**src/rtl/guard_pkg.sv**
```systemverilog
package guard_pkg;
  typedef enum logic [1:0] {
    KIND_READ  = 2'd0,
    KIND_WRITE = 2'd1,
    KIND_FETCH = 2'd2,
    KIND_RSVD  = 2'd3
  } acc_kind_e;

  // control word field positions (decoded by every region slot)
  localparam int CW_RD     = 0;
  localparam int CW_WR     = 1;
  localparam int CW_EX     = 2;
  localparam int CW_SEC    = 3;
  localparam int CW_WONCE  = 4;
  localparam int CW_LOCK   = 5;
  localparam int CW_SIZE   = 16;
  localparam int KB_SHIFT  = 10;
endpackage

```
**src/rtl/guard_slot.sv**
```systemverilog
module guard_slot
  import guard_pkg::*;
#(
  parameter int ADDR_W = 32,
  parameter int DATA_W = 32,
  parameter int SIZE_W = 10
) (
  input  logic              clk,
  input  logic              rst_n,
  input  logic              we_base,
  input  logic              we_ctrl,
  input  logic [ADDR_W-1:0] wdata,
  input  logic [ADDR_W-1:0] addr,
  input  acc_kind_e         kind,
  input  logic              secure,
  input  logic [DATA_W-1:0] cur,
  output logic              hit,
  output logic              ok
);
  typedef logic [ADDR_W:0] wide_t;

  logic [ADDR_W-1:0] base_q;
  logic [ADDR_W-1:0] ctrl_q;
  logic [SIZE_W-1:0] size_kb;

  assign size_kb = ctrl_q[CW_SIZE +: SIZE_W];

  function automatic logic in_window(input logic [ADDR_W-1:0] a,
                                     input logic [ADDR_W-1:0] b,
                                     input logic [SIZE_W-1:0] kb);
    wide_t span;
    wide_t off;
    span = wide_t'(kb) << KB_SHIFT;
    off  = wide_t'(a - b);
    return (kb != '0) && (a >= b) && (off < span);
  endfunction

  function automatic logic permits(input logic [ADDR_W-1:0] cw,
                                   input acc_kind_e k,
                                   input logic sec,
                                   input logic [DATA_W-1:0] word);
    logic kind_ok;
    case (k)
      KIND_WRITE: kind_ok = cw[CW_WR] && !cw[CW_LOCK] && (!cw[CW_WONCE] || (&word));
      KIND_FETCH: kind_ok = cw[CW_EX];
      default:    kind_ok = cw[CW_RD];
    endcase
    return kind_ok && (!cw[CW_SEC] || sec);
  endfunction

  always_ff @(posedge clk or negedge rst_n) begin
    if (!rst_n) begin
      base_q <= '0;
      ctrl_q <= '0;
    end else begin
      if (we_base) base_q <= wdata;
      if (we_ctrl) ctrl_q <= wdata;
    end
  end

  assign hit = in_window(addr, base_q, size_kb);
  assign ok  = permits(ctrl_q, kind, secure, cur);

  // an empty region never claims an address
  assert_empty_region_R2: assert property (@(posedge clk) disable iff (!rst_n)
    (size_kb == '0) |-> !hit);
  // a locked region never approves a write
  assert_lock_blocks_R8: assert property (@(posedge clk) disable iff (!rst_n)
    (ctrl_q[CW_LOCK] && kind == KIND_WRITE) |-> !ok);
  // write-once approval implies an erased word
  assert_wonce_erased_R7: assert property (@(posedge clk) disable iff (!rst_n)
    (ctrl_q[CW_WONCE] && kind == KIND_WRITE && ok) |-> (&cur));
  // non-secure traffic never approved by a secure-only region
  assert_secure_only_R6: assert property (@(posedge clk) disable iff (!rst_n)
    (ctrl_q[CW_SEC] && !secure) |-> !ok);
endmodule

```
**src/rtl/guard_err_latch.sv**
```systemverilog
module guard_err_latch #(
  parameter int ADDR_W = 32
) (
  input  logic              clk,
  input  logic              rst_n,
  input  logic              deny_evt,
  input  logic [ADDR_W-1:0] deny_addr,
  input  logic              clr,
  input  logic              irq_en,
  output logic              err_event,
  output logic [ADDR_W-1:0] err_addr,
  output logic              irq
);
  logic err_q;
  logic capture;

  // a denial takes the slot when it is free or being freed this cycle
  assign capture = deny_evt && (!err_q || clr);

  always_ff @(posedge clk or negedge rst_n) begin
    if (!rst_n) begin
      err_q    <= 1'b0;
      err_addr <= '0;
    end else if (capture) begin
      err_q    <= 1'b1;
      err_addr <= deny_addr;
    end else if (clr) begin
      err_q    <= 1'b0;
    end
  end

  assign err_event = err_q;
  assign irq       = err_q && irq_en;

  assert_event_sticky_R11: assert property (@(posedge clk) disable iff (!rst_n)
    (err_event && !clr) |=> err_event);
  assert_addr_held_R11: assert property (@(posedge clk) disable iff (!rst_n)
    (err_event && !clr) |=> $stable(err_addr));
  assert_first_capture_R10: assert property (@(posedge clk) disable iff (!rst_n)
    (deny_evt && !err_event) |=> (err_event && err_addr == $past(deny_addr)));
  assert_clear_race_R12: assert property (@(posedge clk) disable iff (!rst_n)
    (deny_evt && clr) |=> (err_event && err_addr == $past(deny_addr)));
  assert_clear_drops_R12: assert property (@(posedge clk) disable iff (!rst_n)
    (clr && !deny_evt) |=> !err_event);
  assert_irq_gated_R13: assert property (@(posedge clk) disable iff (!rst_n)
    irq |-> err_event);
endmodule

```
**src/rtl/region_guard.sv**
```systemverilog
module region_guard
  import guard_pkg::*;
#(
  parameter int NUM_REGIONS = 4,
  parameter int ADDR_W      = 32,
  parameter int DATA_W      = 32,
  parameter int SIZE_W      = 10,
  localparam int IDX_W      = $clog2(NUM_REGIONS + 1)
) (
  input  logic              clk,
  input  logic              rst_n,
  input  logic              cfg_we,
  input  logic [IDX_W-1:0]  cfg_idx,
  input  logic              cfg_word,
  input  logic [ADDR_W-1:0] cfg_wdata,
  input  logic              acc_valid,
  input  logic [ADDR_W-1:0] acc_addr,
  input  logic [1:0]        acc_kind,
  input  logic              acc_secure,
  input  logic [DATA_W-1:0] acc_cur,
  input  logic              err_clr,
  output logic              acc_allow,
  output logic              acc_hit,
  output logic              wr_commit,
  output logic              err_event,
  output logic [ADDR_W-1:0] err_addr,
  output logic              irq
);
  acc_kind_e              kind;
  logic [NUM_REGIONS-1:0] hit_vec;
  logic [NUM_REGIONS-1:0] ok_vec;
  logic                   sel_ok;
  logic                   deny_evt;
  logic                   irq_en_q;
  logic                   ctl_we;

  assign kind   = acc_kind_e'(acc_kind);
  assign ctl_we = cfg_we && (cfg_idx == IDX_W'(NUM_REGIONS));

  for (genvar i = 0; i < NUM_REGIONS; i++) begin : g_slot
    logic sel;
    assign sel = cfg_we && (cfg_idx == IDX_W'(i));
    guard_slot #(.ADDR_W(ADDR_W), .DATA_W(DATA_W), .SIZE_W(SIZE_W)) u_slot (
      .clk     (clk),
      .rst_n   (rst_n),
      .we_base (sel && !cfg_word),
      .we_ctrl (sel && cfg_word),
      .wdata   (cfg_wdata),
      .addr    (acc_addr),
      .kind    (kind),
      .secure  (acc_secure),
      .cur     (acc_cur),
      .hit     (hit_vec[i]),
      .ok      (ok_vec[i])
    );
  end

  // walk downward so the lowest matching index is the last to assign
  always_comb begin
    sel_ok = 1'b1;
    for (int i = NUM_REGIONS - 1; i >= 0; i--) begin
      if (hit_vec[i]) sel_ok = ok_vec[i];
    end
  end

  assign acc_hit   = |hit_vec;
  assign acc_allow = sel_ok;
  assign wr_commit = acc_valid && (kind == KIND_WRITE) && acc_allow;
  assign deny_evt  = acc_valid && !acc_allow;

  always_ff @(posedge clk or negedge rst_n) begin
    if (!rst_n)      irq_en_q <= 1'b0;
    else if (ctl_we) irq_en_q <= cfg_wdata[0];
  end

  guard_err_latch #(.ADDR_W(ADDR_W)) u_err (
    .clk       (clk),
    .rst_n     (rst_n),
    .deny_evt  (deny_evt),
    .deny_addr (acc_addr),
    .clr       (err_clr),
    .irq_en    (irq_en_q),
    .err_event (err_event),
    .err_addr  (err_addr),
    .irq       (irq)
  );

  assert_unmatched_allow_R3: assert property (@(posedge clk) disable iff (!rst_n)
    !acc_hit |-> acc_allow);
  assert_lowest_decides_R4: assert property (@(posedge clk) disable iff (!rst_n)
    hit_vec[0] |-> (acc_allow == ok_vec[0]));
  assert_commit_only_allowed_R9: assert property (@(posedge clk) disable iff (!rst_n)
    wr_commit |-> (acc_valid && acc_allow && kind == KIND_WRITE));
  assert_no_commit_on_deny_R9: assert property (@(posedge clk) disable iff (!rst_n)
    deny_evt |-> !wr_commit);
endmodule

```
**config.mk**
```make
export PLATFORM = sky130hd
export DESIGN_NAME = region_guard
export DESIGN_NICKNAME = d
export VERILOG_FILES = /design/src/rtl/guard_pkg.sv /design/src/rtl/guard_slot.sv /design/src/rtl/guard_err_latch.sv /design/src/rtl/region_guard.sv
export SDC_FILE = /design/constraint.sdc
export NUM_CORES = 1
export LEC_CHECK = 0
export CORE_MARGIN = 1
export CORE_UTILIZATION = 35
export CTS_CLUSTER_DIAMETER = 50
export CTS_CLUSTER_SIZE = 30
export DETAILED_ROUTE_END_ITERATION = 10
export SLEW_MARGIN = 30
export SYNTH_ARGS = -nofsm -noshare
export SYNTH_HDL_FRONTEND = slang
export SYNTH_HIERARCHICAL = 1
export SYNTH_SLANG_ARGS = --single-unit
```
**constraint.sdc**
```tcl
create_clock -name clk -period 8 [get_ports clk]
set_input_delay 1.6 -clock clk [delete_from_list [all_inputs] [get_ports clk]]
set_output_delay 1.6 -clock clk [all_outputs]
set_load 0.02 [all_outputs]
```
==> summary.txt <==
Yosys
  – Area contributors post-synth: dfrtp_1, ha_1, nand2_1, o21ai_0, a21oi_1
  – Synthesis warning total: 6
  – Synth Flop Type: dfrtp_1
  – Post-synth EDFFs: 0
  – Post-Syn Area: 17,400 um^2
  – Cells after Synth: 2,079
  – Share of the synthesized area in the top cell type: 0.325
  – Seq cells post-synth: 226
  – Syn_nets: 2,359
  – Register area share after synthesis: 0.325
  – Syn Area/Cell: 8.38 um^2
  – Async set-reset flop share out of synthesis: 1.00
  – Leading area contributor after synthesis: dfrtp_1
  – Netlist cell types: 92

Setup path
  – Critical path type: in -> out
  – CP endpoint: wr_commit
  – Largest fanout on the critical path: 4
  – Reg2reg path depth: 28
  – Worst Path Required: 6400 ps
  – Worst R2R Start: g_slot[2].u_slot/base_q[1]
  – Crit path depth: 23
  – Crit path top cell by count: buf_4
  – Worst Setup End Kind: primary output
  – Slowest Stage Delay on Critical Path: 560 ps
  – Slowest stage cell, crit path: or4_4
  – Critical path's top delay family: simple AND/OR/NAND/NOR gates
  – Worst R2R End: u_err/err_addr[28]
  – Buffer and inverter count on the worst path: 6
  – FF-to-FF setup slack: 2070 ps
  – Startpoint Class: input port
  – Worst path arrival time: 6400 ps
  – Critical Path Start: acc_addr[17]
  – CP cell instances: dlygate4sd2_1, ha_4, nand4_1, or3_4, a211oi_2, buf_4, nor3_2, buf_4, xnor2_4, ha_4, nand3_2, a21oi_2, a2111oi_4, buf_4, o221a_4, o211ai_1, or4_1, nor4_2, buf_4, nor3b_2, or4_4, a311oi_2, buf_4

Place
  – Gp weighted congestion: 0.944
  – Final HPWL DP: 49.2 mm
  – Port buffer count: 144
  – Placed instance count: 3,119
  – Placed Instance Area: 21,700 um^2

Drt
  – Post-route ant nets: 0
  – # DRC: 0
  – DRC marker count from the first detailed-route iteration: 1,170
  – Post-DR wirelength/cell: 19.6 um
  – Final WL: 63.0 mm
  – Via-per-instance ratio: 5.33
  – TritonRoute pass-1 iters: 8
  – Vias: 17,100

Cells and area
  – Design area: 23,900 um^2
  – Fin util: 0.488
  – Final cell count without fillers: 3,207
  – Layout cells sized above 1: 0.247
  – Fillers: 4,773
  – Fin nets: 2,798
  – Area grow syn2layout: 37.2%
  – Antenna Cells: 0

Pwr
  – LEAKAGE: 10.9 nW
  – VDD IR max: 160 uV
  – Pwr per Cell Area: 261 nW/um^2

STA
  – Setup_tns: 0 ps
  – Clock skew after layout: 24.0 ps
  – Final setup fails: 0
  – Slew Limit Fails: 0
  – RSZ-0062 raised after global routing: yes
  – Worst Tran Pin Value: 975 ps
  – Tmin final: 8000 ps
  – Hold Slack: 506 ps
  – Period utilization: 1.00
  – Relative slew slack: 0.348
  – Fmax: 125 MHz
  – Number of hold violations in the final report: 0

CTS
  – # hold bufs at CTS: 0
  – Clock Latency Late Sink: 560 ps
  – H-tree depth: 2
  – CTS tree: built
  – Worst-path clk slew: 50 ps
  – Clock Tree Buf Depth: 3
  – Number of buffers created by CTS: 35
  – Clk root buf: clkbuf_16
  – Clk sinks: 226

GRT
  – Largest net degree at the start of global routing: 96
  – Grt total ovfl: 0
  – First-pass GRT wire length: 97.4 mm
  – Vias in the first global route: 16,700
  – Gr usage total: 0.251
  – Initial antenna violation count: 1

Flow run
  – Max-Cap Viols: 0

Status
  – Outcome: finished clean

Die
  – Die X: 225 um
  – Die Height: 225 um
  – Initial Util: 0.355
  – Core Box Area: 49,100 um^2
  – Row cnt: 81
  – I/O pin count: 145
  – Die area: 50,700 um^2

Worst hold path
  – Hold Crit Class: reg -> reg
-- Yosys cell counts, types with 6 or more instances --
master / count
o21ai_1: 13
or3_1: 7
nand3_1: 44
nor3_1: 28
xor2_1: 29
and2_1: 6
and3_1: 18
a211oi_1: 16
a21boi_0: 7
xnor2_1: 35
dfrtp_1: 226
mux2_4: 30
o2111ai_1: 8
o211ai_1: 19
inv_1: 193
nand4_1: 66
mux2i_1: 7
a2111oi_0: 9
o211a_1: 10
nor2_1: 79
a21oi_1: 148
clkbuf_1: 56
nand2b_1: 7
buf_4: 6
ha_1: 172
nand2_1: 320
a31oi_1: 18
o21ai_0: 233
o21a_1: 19
buf_2: 11
nor2b_1: 12
nor4_1: 19
a21o_1: 44
mux2_2: 36
-- cells in the final DEF (no fill, tap or decap), types with 20 or more instances in the layout --
| cell type | n |
|---|---|
| nor3_1 | 24 |
| clkbuf_16 | 36 |
| xor2_1 | 29 |
| ha_4 | 22 |
| nand3_1 | 42 |
| inv_1 | 193 |
| clkdlybuf4s50_1 | 121 |
| o21ai_1 | 20 |
| nand2_1 | 319 |
| buf_4 | 325 |
| nor2_1 | 70 |
| mux2_2 | 36 |
| o21ai_0 | 224 |
| dfrtp_1 | 226 |
| nand4_1 | 66 |
| mux2_4 | 30 |
| a21o_1 | 44 |
| xnor2_1 | 34 |
| ha_1 | 149 |
| a21oi_1 | 132 |
-- power breakdown --
| part | leakage, nW | internal, W | switching (W) | total, W |
|---|---|---|---|---|
| Sequential | 2.77 | 0.00138 | 0.0000764 | 0.00145 |
| Combinational | 7.52 | 0.00147 | 0.00169 | 0.00316 |
| Clock | 0.607 | 0.00103 | 0.000605 | 0.00164 |
-- worst reg2reg max path: cells and delay by family, from the launching register on --
kind,cells,cell delay (ps)
compound gates,9,1270
mux,1,320
flops,1,360
simple gates,9,2180
buf+inv,6,970
xor+xnor,1,170
fa+ha+maj,2,540
-- sequential cells by signal, indices dropped and copies added, names as in the netlist --
register,count
g_slot.u_slot/base_q,128
g_slot.u_slot/ctrl_q,64
irq_en_q,1
u_err/err_addr,32
u_err/err_event,1
-- worst min path at each step --
stage,end,startpoint,cells past startpoint,slack (ps)
2_1_floorplan,irq_en_q,irq_en_q,1,470
3_5_place_dp,u_err/err_addr[0],u_err/err_addr[0],1,490
3_3_place_gp,g_slot[3].u_slot/ctrl_q[0],g_slot[3].u_slot/ctrl_q[0],1,490
6_report,g_slot[1].u_slot/ctrl_q[4],g_slot[1].u_slot/ctrl_q[4],1,510
4_1_cts,g_slot[1].u_slot/ctrl_q[4],g_slot[1].u_slot/ctrl_q[4],1,510
5_1_grt,g_slot[0].u_slot/base_q[0],g_slot[0].u_slot/base_q[0],1,520
-- logic make-up (layout without fill, tap and decap cells) --
family,Yosys count,count (layout),synth area share
simple gates,655,655,0.181
compound gates,615,615,0.221
buf+inv,274,738,0.0650
flops,226,226,0.325
fa+ha+maj,172,172,0.123
mux,73,73,0.0531
xor+xnor,64,64,0.0322
-- area by class of cell --
cell class	instances	area [um^2]	share of cell area
inverters	193	724	0.0303
well taps	664	831	0.0347
clock buffers	43	967	0.0404
multi-input cells	1579	11400	0.477
repair buffers	483	4050	0.169
clock inverters	19	275	0.0115
flip-flops and latches	226	5660	0.237
-- metal layers --
layer / GRT usage / part of all wire
met3: 0.0387 / 0.059
met2: 0.391 / 0.44
met5: 0 / 0.00016
met1: 0.348 / 0.46
met4: 0.0990 / 0.039
-- what timing repair did --
action	in CTS	in global routing
setup endpoints to repair	3	3
gates resized for setup	162	41
endpoints found under the hold margin	0	0
buffers inserted	18	12
pin swaps	71	26
-- stage by stage --
| step | setup WS [ps] | total power [W] |
|---|---|---|
| 6_report | 3.88 | 0.00625 |
| 4_1_cts | -17.4 | 0.00619 |
| 2_1_floorplan | 59.1 | 0.00319 |
| 3_5_place_dp | -1780 | 0.00427 |
| 3_3_place_gp | -1740 | 0.00423 |
| 5_1_grt | -220 | 0.00668 |
(Power assumes the default switching activity.)
